`src/rtl/pvt_pkg.sv`:
```
package pvt_pkg;
  localparam int unsigned MAX_TAPS = 64;

  // Select mask for code bit b: every one-hot position whose index has bit b set.
  function automatic logic [MAX_TAPS-1:0] code_bit_mask(input int unsigned b,
                                                         input int unsigned n);
    logic [MAX_TAPS-1:0] m;
    m = '0;
    for (int unsigned i = 0; i < n; i++) begin
      if (((i >> b) & 1) == 1) m[i] = 1'b1;
    end
    return m;
  endfunction
endpackage

```
`src/rtl/pvt_tap_capture.sv`:
```
module pvt_tap_capture #(
  parameter int unsigned TAPS = 8
) (
  input  logic            ref_clk,
  input  logic            rst_n,
  input  logic [TAPS-1:0] taps_in,
  output logic [TAPS-1:0] taps_q
);
  // Sample on the high-to-low transition; reset gives the slowest snapshot.
  always_ff @(negedge ref_clk or negedge rst_n) begin
    if (!rst_n) taps_q <= '0;
    else        taps_q <= taps_in;
  end
endmodule

```
`src/rtl/pvt_therm_onehot.sv`:
```
module pvt_therm_onehot #(
  parameter int unsigned TAPS = 8
) (
  input  logic            ref_clk,
  input  logic            rst_n,
  input  logic [TAPS-1:0] therm,
  output logic [TAPS-1:0] onehot
);
  // A position is marked when its tap is 1 and no tap above it is 1.
  // Position 0 also takes the empty vector, so the word is never zero.
  genvar i;
  generate
    for (i = 0; i < TAPS; i++) begin : g_pos
      if (i == TAPS - 1) begin : g_top
        assign onehot[i] = therm[i];
      end else if (i == 0) begin : g_bot
        assign onehot[i] = ~|therm[TAPS-1:1];
      end else begin : g_mid
        assign onehot[i] = therm[i] & ~|therm[TAPS-1:i+1];
      end
    end
  endgenerate

  p_onehot_r4: assert property (@(posedge ref_clk) disable iff (!rst_n)
    $countones(onehot) == 1);
endmodule

```
`src/rtl/pvt_onehot_enc.sv`:
```
module pvt_onehot_enc #(
  parameter int unsigned CODE_W = 3,
  localparam int unsigned TAPS = 1 << CODE_W
) (
  input  logic              ref_clk,
  input  logic              rst_n,
  input  logic [TAPS-1:0]   onehot,
  output logic [CODE_W-1:0] code
);
  import pvt_pkg::*;

  genvar b;
  generate
    for (b = 0; b < CODE_W; b++) begin : g_bit
      localparam logic [MAX_TAPS-1:0] MASK = code_bit_mask(b, TAPS);
      assign code[b] = |(onehot & MASK[TAPS-1:0]);
    end
  endgenerate

  p_code_points_r4: assert property (@(posedge ref_clk) disable iff (!rst_n)
    onehot[code] == 1'b1);
endmodule

```
`src/rtl/pvt_seg_gate.sv`:
```
module pvt_seg_gate #(
  parameter int unsigned CODE_W = 3
) (
  input  logic [CODE_W-1:0] code,
  input  logic              dout,
  input  logic              oe,
  output logic              pu_base_en,
  output logic              pd_base_en,
  output logic [CODE_W-1:0] pu_seg_en,
  output logic [CODE_W-1:0] pd_seg_en
);
  logic drive_hi, drive_lo;
  assign drive_hi   = oe & dout;
  assign drive_lo   = oe & ~dout;
  assign pu_base_en = drive_hi;
  assign pd_base_en = drive_lo;

  genvar s;
  generate
    for (s = 0; s < CODE_W; s++) begin : g_seg
      assign pu_seg_en[s] = code[s] & drive_hi;
      assign pd_seg_en[s] = code[s] & drive_lo;
    end
  endgenerate
endmodule

```
`src/rtl/pvt_drive_ctrl.sv`:
```
module pvt_drive_ctrl #(
  parameter int unsigned CODE_W = 3,
  localparam int unsigned TAPS = 1 << CODE_W
) (
  input  logic              ref_clk,
  input  logic              rst_n,
  input  logic [TAPS-1:0]   taps,
  input  logic              dout,
  input  logic              oe,
  output logic [CODE_W-1:0] code,
  output logic [TAPS-1:0]   pre_onehot,
  output logic              pu_base_en,
  output logic              pd_base_en,
  output logic [CODE_W-1:0] pu_seg_en,
  output logic [CODE_W-1:0] pd_seg_en
);
  logic [TAPS-1:0] taps_q;

  pvt_tap_capture #(.TAPS(TAPS)) u_cap (
    .ref_clk(ref_clk), .rst_n(rst_n), .taps_in(taps), .taps_q(taps_q));

  pvt_therm_onehot #(.TAPS(TAPS)) u_oh (
    .ref_clk(ref_clk), .rst_n(rst_n), .therm(taps_q), .onehot(pre_onehot));

  pvt_onehot_enc #(.CODE_W(CODE_W)) u_enc (
    .ref_clk(ref_clk), .rst_n(rst_n), .onehot(pre_onehot), .code(code));

  pvt_seg_gate #(.CODE_W(CODE_W)) u_gate (
    .code(code), .dout(dout), .oe(oe),
    .pu_base_en(pu_base_en), .pd_base_en(pd_base_en),
    .pu_seg_en(pu_seg_en), .pd_seg_en(pd_seg_en));

  // Bubble tolerance: no registered tap above the code position is 1.
  p_no_tap_above_r5: assert property (@(posedge ref_clk) disable iff (!rst_n)
    ((taps_q >> code) >> 1) == '0);

  p_seg_match_r6: assert property (@(posedge ref_clk) disable iff (!rst_n)
    oe |-> ((pu_seg_en | pd_seg_en) == code));

  p_side_excl_r6: assert property (@(posedge ref_clk) disable iff (!rst_n)
    !((pu_base_en | (|pu_seg_en)) && (pd_base_en | (|pd_seg_en))));

  p_tristate_r8: assert property (@(posedge ref_clk) disable iff (!rst_n)
    !oe |-> (!pu_base_en && !pd_base_en && pu_seg_en == '0 && pd_seg_en == '0));
endmodule

```
`config.mk`:
```
export PLATFORM = sky130hd
export DESIGN_NAME = pvt_drive_ctrl
export DESIGN_NICKNAME = d
export VERILOG_FILES = /design/src/rtl/pvt_pkg.sv /design/src/rtl/pvt_tap_capture.sv /design/src/rtl/pvt_therm_onehot.sv /design/src/rtl/pvt_onehot_enc.sv /design/src/rtl/pvt_seg_gate.sv /design/src/rtl/pvt_drive_ctrl.sv
export SDC_FILE = /design/constraint.sdc
export NUM_CORES = 1
export LEC_CHECK = 0
export ABC_AREA = 1
export BUFFER_PORTS_ARGS = -buffer_cell sky130_fd_sc_hd__buf_2
export CAP_MARGIN = 20
export CORE_AREA = 2 2 39 41
export DETAILED_ROUTE_END_ITERATION = 10
export DIE_AREA = 0 0 41 43
export GPL_TIMING_DRIVEN = 1
export PLACE_DENSITY = 0.66
export SYNTH_ARGS = -nofsm -noshare
export SYNTH_HDL_FRONTEND = slang
export SYNTH_SLANG_ARGS = --single-unit
```
`constraint.sdc`:
```
create_clock -name ref_clk -period 1.2 [get_ports ref_clk]
set_input_delay 0.24 -clock ref_clk [delete_from_list [all_inputs] [get_ports ref_clk]]
set_output_delay 0.24 -clock ref_clk [all_outputs]
set_load 0.01 [all_outputs]
```
==> out/metrics.cfg, run 1 <==
[place]
place_ws_ns=-0.677
finalWeightedCongestion=0.758
io_buffers=29
dpl.hpwl_um=679
numPlacedInstances=93

[power_and_ir_drop]
p_int_mw=0.446
powerDensity_mw_per_mm2=877
pwr-share-seq_pct=43.2
total_power_mw=0.611
pwr-share-comb_pct=23.6
ir_drop_v=0.000484
switching_share_pct=27.0
p_switching_mw=0.165
clockPowerShare_pct=33.2
p_leak_nw=0.374

[logic_synthesis]
ys_seq_elements=7
ys.warnings.count=0
synthSimpleGateAreaFrac_pct=37.1
ys_types=14
postSynthAreaPerCell_sq_um=8.59
yosysSeqAreaShare_pct=46.4
netlist_area_sq_um=378
synth_top_family_by_area=simple AND/OR/NAND/NOR gates
yosys.area_share.adder_pct=0
syn_inst=44
synth_nets=56
yosys.area_share.xor_xnor_pct=0
synthMuxAreaShare_pct=0
synth-compound-area-share_pct=3.64

[floorplan]
die_w_um=41
io_pins=31
initial_utilization_pct=27.3
die_h_um=43
rows=14
die_area_sq_mm=0.00176
core_area_sq_mm=0.00138

[sta]
rsz0062_at_grt=yes
hold_viol=0
setup_slack_ns=-0.942
finalMaxSlewViolations=0
slew_headroom_pct=84.7
finalSetupViolations=17
max_slew.worst_pin.slew_ns=0.230

[clock_tree]
cts.sinks=7
htreeDepth=1
cts_tree=done
cts_root_buf=clkbuf_4
clkTransAtPathRegs_ns=0.04
ctsHoldBuffers=0
cts_buffers=3
clk_path_buf_depth=2

[status]
status=complete, but fails checks
violations=negative setup slack

[finish]
n_antenna_cell=0
drive_above_1_share_pct=76.8
n_fill_cell=136
layout_commonest_cell=buf_2
biggestRegsByFlops=u_cap.taps_q x7
layout_common_cells=buf_2 (26), nor2_4 (7), buf_6 (7), dfrtn_1 (7)
largest_reg_flops=7
area_growth_pct=84.4
nNetsFinal=95
top_register=u_cap.taps_q
instances_no_fill=98

[flow_run]
cap_violations=0

[worst_setup_path]
crit_top_cell=nor2_4
crit_slowest_cell=dfrtn_1
startpoint_type=flip-flop
required_ns=0.96
cp_num_buf_inv=1
crit_path_end_kind=output port
crit_chain=nor2_4, nand2_4, nor2_4, nor2_4, nor2_2, buf_2
cp.arrival_ns=1.90
cp_top_family=simple AND/OR/NAND/NOR gates
slowest_delay_ns=0.39
critPathMaxFanout=5
crit_type=flip-flop to output port

[detailed_routing]
first_pass_iters=2
drt-vias-per-instance=3.98
drc=0
num_vias=390
ant_nets=0
wire_per_inst_um=8.51
wirelength_um=834
drt_iter0_drc=3

[worst_hold_path]
min_path_type=input port to asynchronous set/reset pin

[global_route]
grt_pass1_vias=356
grt_max_degree=8
grt_pass1_wl_mm=1.30
grt_overflow=0
antenna_found_initial=0
grt_util_all_layers_pct=11.0

## Yosys cell counts (all sizes together)
| library cell | number | share of area (%) |
|---|---|---|
| buf | 1 | 2.0 |
| dfrtn | 7 | 46 |
| a21oi | 2 | 3.6 |
| inv | 11 | 11 |
| nor3b | 1 | 3.3 |
| nand2 | 5 | 7.0 |
| nand3 | 1 | 1.3 |
| nor3 | 1 | 1.3 |
| nor2 | 15 | 24 |
## how the worst max path moves through the flow
| stage | start | end | slack (ns) | cells past startpoint |
|---|---|---|---|---|
| 3_3_place_gp | u_cap.taps_q[6]$_DFF_NN0_ | code[0] | -0.69 | 6 |
| 5_1_grt | u_cap.taps_q[7]$_DFF_NN0_ | code[0] | -1.04 | 6 |
| 2_1_floorplan | u_cap.taps_q[7]$_DFF_NN0_ | pd_seg_en[0] | -0.59 | 5 |
| 6_report | u_cap.taps_q[5]$_DFF_NN0_ | pd_seg_en[0] | -0.94 | 6 |
| 4_1_cts | u_cap.taps_q[6]$_DFF_NN0_ | pd_seg_en[0] | -0.93 | 6 |
| 3_5_place_dp | u_cap.taps_q[6]$_DFF_NN0_ | pd_seg_en[0] | -0.68 | 6 |
## layer usage
layer / up-vias / wire (um) / track usage (%)
li1: 201 / - / -
met1: 165 / 313 / 11.6
met2: 24 / 451 / 18.1
met3: 0 / 69 / 3.14
met4: 0 / 0 / 6.00
met5: - / 0 / 0
## power groups by stage
stage | Combinational (mW) | Clock (mW) | Sequential (mW)
global placement | 0.125 | 0 | 0.265
CTS | 0.141 | 0.211 | 0.263
global route | 0.160 | 0.235 | 0.265
finish | 0.144 | 0.203 | 0.264
floorplan | 0.0690 | 0 | 0.264
detailed placement | 0.127 | 0 | 0.266
## area by class of cell
cell class                 instances  area (sq um)  area share [%]
sequential                         7           175            25.1
clock buffer                       4          26.3            3.77
timing repair buffer              35           224            32.1
tap                               16          20.0            2.87
multi-input combinational         25           210            30.2
inverter                          11          41.3            5.92
## what timing repair did
item,CTS,global route
setup buffers,3,0
endpoints found under the setup margin,17,17
gates resized for setup,10,6
pin swaps,3,4
## stage by stage
step / setup TNS (ns) / hold WS [ns] / utilization, % / instance area [sq um]
after floorplan: -7.45 / 0.436 / - / 403
after global placement: -9.77 / 0.563 / 43.2 / 598
after detailed placement: -9.67 / 0.564 / 43.2 / 598
after CTS: -14.39 / 0.285 / 48.8 / 676
after global routing: -15.74 / 0.283 / 50.4 / 697
final: -14.36 / 0.289 / 50.4 / 697
## kinds of logic after synthesis
| family | Yosys count |
|---|---|
| buffers and inverters | 12 |
| flip-flops | 7 |
| AO/OA/AOI/OAI | 2 |
| AND/OR/NAND/NOR | 23 |
Note: power is estimated with default switching activity, not from simulation.
==> run 2, diff against run 1 <==
--- a/config.mk
+++ b/config.mk
@@ -12,7 +12,7 @@
 export DETAILED_ROUTE_END_ITERATION = 10
 export DIE_AREA = 0 0 41 43
 export GPL_TIMING_DRIVEN = 1
-export PLACE_DENSITY = 0.66
+export PLACE_DENSITY = 0.68
 export SYNTH_ARGS = -nofsm -noshare
 export SYNTH_HDL_FRONTEND = slang
 export SYNTH_SLANG_ARGS = --single-unit
==> constraint.sdc (replaced) <==
create_clock -name ref_clk -period 1.8 [get_ports ref_clk]
set_input_delay 0.36 -clock ref_clk [delete_from_list [all_inputs] [get_ports ref_clk]]
set_output_delay 0.36 -clock ref_clk [all_outputs]
set_load 0.01 [all_outputs]
==> run 2 against run 1 <==
Compared with the run above: the flow still finishes with violations (negative setup slack); global-route usage up 0.20 points; first-iteration DRC count up 33%; worst hold slack better by 0.42 ns; cell count up 4.1%; critical path depth unchanged; utilization up 3.4 points; sequential power down 33%; flip-flop and latch count unchanged; setup slack better by 0.18 ns; largest cell class unchanged.
==> out/metrics.cfg, run 2 (same netlist as run 1, synthesis figures left out) <==
[clock_tree]
cts_root_buf=clkbuf_4
htreeDepth=1  ; unchanged
clk_path_buf_depth=2  ; unchanged
cts.sinks=7  ; unchanged
clkTransAtPathRegs_ns=0.04  ; about the same
ctsHoldBuffers=0  ; unchanged
cts_tree=done
cts_buffers=3  ; unchanged

[detailed_routing]
drc=0  ; unchanged
drt_iter0_drc=4  ; +1
first_pass_iters=4  ; +2
ant_nets=0  ; unchanged
wire_per_inst_um=8.45  ; -0.70%
wirelength_um=862  ; +3.4%
drt-vias-per-instance=4.06  ; +2.0%
num_vias=414  ; +6.2%

[global_route]
antenna_found_initial=0  ; unchanged
grt_max_degree=8  ; unchanged
grt_util_all_layers_pct=11.2  ; +0.20 points
grt_overflow=0  ; unchanged
grt_pass1_vias=374  ; +5.1%
grt_pass1_wl_mm=1.32  ; +1.0%

[sta]
slew_headroom_pct=85.6  ; +0.93 points
finalSetupViolations=17  ; unchanged
hold_viol=0  ; unchanged
max_slew.worst_pin.slew_ns=0.215  ; -0.0145 ns
finalMaxSlewViolations=0  ; unchanged
rsz0062_at_grt=yes
fin_hold_ws_ns=0.712  ; +0.423 ns
tns_ns=-11.34  ; +3.02 ns
setup_slack_ns=-0.764  ; +0.178 ns

[worst_setup_path]
slowest_delay_ns=0.38  ; about the same
cp.arrival_ns=2.20  ; +0.30 ns
crit_chain=buf_6, a21oi_4, nand2_2, nor2_4, nor2_2, buf_2
startpoint_type=flip-flop
critPathMaxFanout=3  ; -2
crit_path_end_kind=output port
cp_top_family=flip-flops
crit_type=flip-flop to output port
cp_num_buf_inv=2  ; +1
crit_slowest_cell=dfrtn_1
required_ns=1.44  ; +0.48 ns

[floorplan]
io_pins=31  ; unchanged
die_w_um=41  ; unchanged
initial_utilization_pct=27.3  ; unchanged
die_h_um=43  ; unchanged
rows=14  ; unchanged
core_area_sq_mm=0.00138  ; unchanged
die_area_sq_mm=0.00176  ; unchanged

[flow_run]
cap_violations=0  ; unchanged

[finish]
area_growth_pct=97.0
biggestRegsByFlops=u_cap.taps_q x7
drive_above_1_share_pct=79.1  ; +2.2 points
nNetsFinal=99  ; +4.2%
largest_reg_flops=7  ; unchanged
n_fill_cell=126  ; -7.4%
n_antenna_cell=0  ; unchanged
layout_common_cells=buf_2 (24), buf_6 (9), nor2_2 (8), dfrtn_1 (7)
layout_commonest_cell=buf_2
seq_area_sq_um=175  ; unchanged
multiInputGateArea_sq_um=208  ; -1.2%
top_register=u_cap.taps_q

[power_and_ir_drop]
pwr-share-comb_pct=25.2  ; +1.6 points
switching_share_pct=26.5  ; -0.53 points
powerDensity_mw_per_mm2=555  ; -37%
p_switching_mw=0.109  ; -34%
p_leak_nw=0.396  ; +5.9%
p_int_mw=0.303  ; -32%
total_power_mw=0.413  ; -32%
ir_drop_v=0.000276  ; -43%
pwr-share-seq_pct=42.6  ; -0.6 points
clockPowerShare_pct=32.2  ; -1.0 points

[place]
dpl.hpwl_um=683  ; +0.53%
finalWeightedCongestion=0.681  ; -10%
io_buffers=29  ; unchanged
place_ws_ns=-0.493  ; +0.184 ns

[status]
violations=negative setup slack
status=complete, but fails checks

[worst_hold_path]
min_path_type=input port to asynchronous set/reset pin

[run 2: cell count changes in the layout (fill, tap and decap cells not counted), sizes merged]
cell | before | now
buf | 35 | 39
[run 2: how the worst max path moves through the flow]
stage                              start            to  slack (ns)  cells after the start
2_1_floorplan  u_cap.taps_q[7]$_DFF_NN0_  pd_seg_en[0]       -0.41                      5
6_report       u_cap.taps_q[5]$_DFF_NN0_  pd_seg_en[0]       -0.76                      6
5_1_grt        u_cap.taps_q[6]$_DFF_NN0_       code[0]       -0.83                      6
3_5_place_dp   u_cap.taps_q[6]$_DFF_NN0_       code[0]       -0.49                      6
4_1_cts        u_cap.taps_q[5]$_DFF_NN0_  pd_seg_en[0]       -0.77                      6
3_3_place_gp   u_cap.taps_q[6]$_DFF_NN0_       code[0]       -0.47                      6
[run 2: repair_timing]
item,CTS,global route
setup endpoints to repair,17,17
resized for setup,6,15
gates cloned,0,0
hold endpoints to repair,0,0
buffers inserted,5,0
pin swaps,5,6
[run 2: layer usage]
layer	vias to the layer above	part of all wire (%)	global-route usage, %
met2	14	60	18.1
met3	0	5.3	1.57
li1	213	-	-
met4	0	0	8.00
met5	-	0	0
met1	187	35	12.3
[run 2: through the flow]
step / util, % / area, sq um / instances
2_1_floorplan: - / 403 / 44
3_5_place_dp: 43.2 / 598 / 93
5_1_grt: 53.8 / 744 / 102
6_report: 53.8 / 744 / 102
3_3_place_gp: 43.2 / 598 / 93
4_1_cts: 49.2 / 681 / 102
[run 2: cell type report]
class | count | area share (%)
flip-flops and latches | 7 | 23.5
inverters | 11 | 6.55
clock buffers | 4 | 3.53
multi-input cells | 25 | 27.9
repair buffers | 39 | 35.8
well taps | 16 | 2.69
[run 2: power by group through the flow]
stage | registers (mW) | clock network [mW] | logic, mW
6_report | 0.176 | 0.133 | 0.104
5_1_grt | 0.177 | 0.151 | 0.113
4_1_cts | 0.175 | 0.142 | 0.0939
3_5_place_dp | 0.177 | 0 | 0.0842
3_3_place_gp | 0.177 | 0 | 0.0834
2_1_floorplan | 0.176 | 0 | 0.0460
==> run 3, diff against run 2 <==
==> constraint.sdc (replaced) <==
create_clock -name ref_clk -period 1.8 [get_ports ref_clk]
set_input_delay 0.36 -clock ref_clk [delete_from_list [all_inputs] [get_ports ref_clk]]
set_output_delay 0.36 -clock ref_clk [all_outputs]
set_load 0.05 [all_outputs]
==> run 3 against run 2 <==
Compared with the run above: worst hold slack improved by 0.00055 ns; setup slack lost 0.17 ns; wire length increased by 26%; the run still ends with negative setup slack left; first-iteration DRC count is 75% lower; sequential power about the same; cell count increased by 3.9%.
==> out/metrics.cfg, run 3 (same netlist as run 1, synthesis figures left out) <==
[place]
numPlacedInstances=96  ; +3.2%
place_ws_ns=-0.727  ; -0.234 ns
dpl.hpwl_um=781  ; +14%
io_buffers=29  ; unchanged
finalWeightedCongestion=0.730  ; +7.2%
postPlaceCellArea_sq_um=672  ; +12%

[sta]
tns_ns=-13.97  ; -2.63 ns
fin_hold_ws_ns=0.713  ; +0.000548 ns
hold_viol=0  ; unchanged
max_slew.worst_pin.slew_ns=0.315  ; +0.0998 ns
slew_headroom_pct=78.9  ; -6.7 points
setup_slack_ns=-0.937  ; -0.173 ns
finalSetupViolations=17  ; unchanged
finalMaxSlewViolations=0  ; unchanged
rsz0062_at_grt=yes

[detailed_routing]
highest_layer=met3
wl_met1_um=342  ; +14%
wire_per_inst_um=10.3  ; +21%
ant_nets=0  ; unchanged
dr_wl_met3_um=40  ; -13%
drt-vias-per-instance=3.98  ; -1.9%
first_pass_iters=2  ; -2
drt_iter0_drc=1  ; -3
wirelength_mm=1.09  ; +26%
route.met2.wl_um=705  ; +37%
drc=0  ; unchanged
num_vias=422  ; +1.9%

[worst_setup_path]
startpoint_type=flip-flop
cp.arrival_ns=2.38  ; +0.18 ns
critPathMaxFanout=4  ; +1
crit_path_end_kind=output port
crit_type=flip-flop to output port
required_ns=1.44  ; about the same

[power_and_ir_drop]
total_power_mw=0.506  ; +22%
p_leak_nw=0.432  ; +9.0%
powerDensity_mw_per_mm2=553  ; -0.31%
ir_drop_v=0.000356  ; +29%

[global_route]
grt_util_all_layers_pct=14.2  ; +3.1 points
grt_pass1_wl_mm=1.68  ; +27%
grt_max_degree=8  ; unchanged
grt_overflow=0  ; unchanged
grt_pass1_vias=415  ; +11%
antenna_found_initial=0  ; unchanged

[clock_tree]
clk_path_buf_depth=2  ; unchanged
cts_root_buf=clkbuf_4
cts_tree=done
cts_buffers=3  ; unchanged
htreeDepth=1  ; unchanged
ctsHoldBuffers=0  ; unchanged
cts.sinks=7  ; unchanged
clkTransAtPathRegs_ns=0.04  ; about the same

[finish]
largest_reg_flops=7  ; unchanged
nNetsFinal=103  ; +4.0%
drive_above_1_share_pct=77.8  ; -1.3 points
seq_area_sq_um=175  ; unchanged
biggestRegsByFlops=u_cap.taps_q x7
instances_no_fill=106  ; +3.9%
multiInputGateArea_sq_um=249  ; +20%
layout_common_cells=buf_6 (14), nor2_4 (12), buf_2 (12), buf_4 (11)
utilization_pct=66.1  ; +12 points
n_antenna_cell=0  ; unchanged
fin_area_sq_um=915  ; +23%
area_growth_pct=142
layout_commonest_cell=buf_6
top_register=u_cap.taps_q
n_fill_cell=101  ; -20%

[floorplan]
die_h_um=43  ; unchanged
initial_utilization_pct=27.3  ; unchanged
io_pins=31  ; unchanged
rows=14  ; unchanged
core_area_sq_mm=0.00138  ; unchanged
die_area_sq_mm=0.00176  ; unchanged
die_w_um=41  ; unchanged

[flow_run]
cap_violations=0  ; unchanged

[status]
violations=negative setup slack
status=complete, but fails checks

[worst_hold_path]
min_path_type=input port to asynchronous set/reset pin

-- run 3: cell types whose count changed in the layout (fill, tap and decap cells not counted), moves of 5 or more --
cell and change:
nor2_2 -7, buf_4 +5, buf_6 +5, nor2_4 +6
buf_8 +6, buf_2 -12
-- run 3: cell type report --
| cell class | instances | share of cell area (%) |
|---|---|---|
| Inverter | 11 | 5.88 |
| Timing Repair Buffer | 43 | 42.7 |
| Tap cell | 16 | 2.19 |
| Multi-Input combinational cell | 25 | 27.2 |
| Clock buffer | 4 | 2.87 |
| Sequential cell | 7 | 19.2 |
-- run 3: worst max-delay path: stages (launching register included) --
cell	delay, ns
dfrtn_1	0.35
buf_6	0.12
nor2_4	0.16
nand2_8	0.09
nor2_4	0.16
nor2_4	0.08
nor2_4	0.11
buf_6	0.16
-- run 3: metal layers --
metal  vias up  global-route usage [%]
met1       190                    13.0
li1        218                       -
met4         0                    6.00
met3         0                    1.57
met5         -                       0
met2        14                    27.8
-- run 3: final timing paths --
check	start	end	slack, ns	cells after the start
setup / recovery	u_cap.taps_q[6]$_DFF_NN0_	pd_seg_en[0]	-0.94	7
hold / removal	rst_n	u_cap.taps_q[2]$_DFF_NN0_	0.71	1
max in group asynchronous	rst_n	u_cap.taps_q[7]$_DFF_NN0_	0.91	1
min in group ref_clk	taps[2]	u_cap.taps_q[2]$_DFF_NN0_	1.00	1
-- run 3: repair_timing --
action,4_1_cts,5_1_grt
resized for setup,50,2
setup endpoints to repair,17,17
pin swaps,5,7
setup buffers,3,4
-- run 3: power breakdown --
| part | switching, mW | internal, mW | total [mW] |
|---|---|---|---|
| clock network | 0.0497 | 0.0840 | 0.134 |
| registers | 0.00746 | 0.167 | 0.175 |
| logic | 0.121 | 0.0761 | 0.197 |
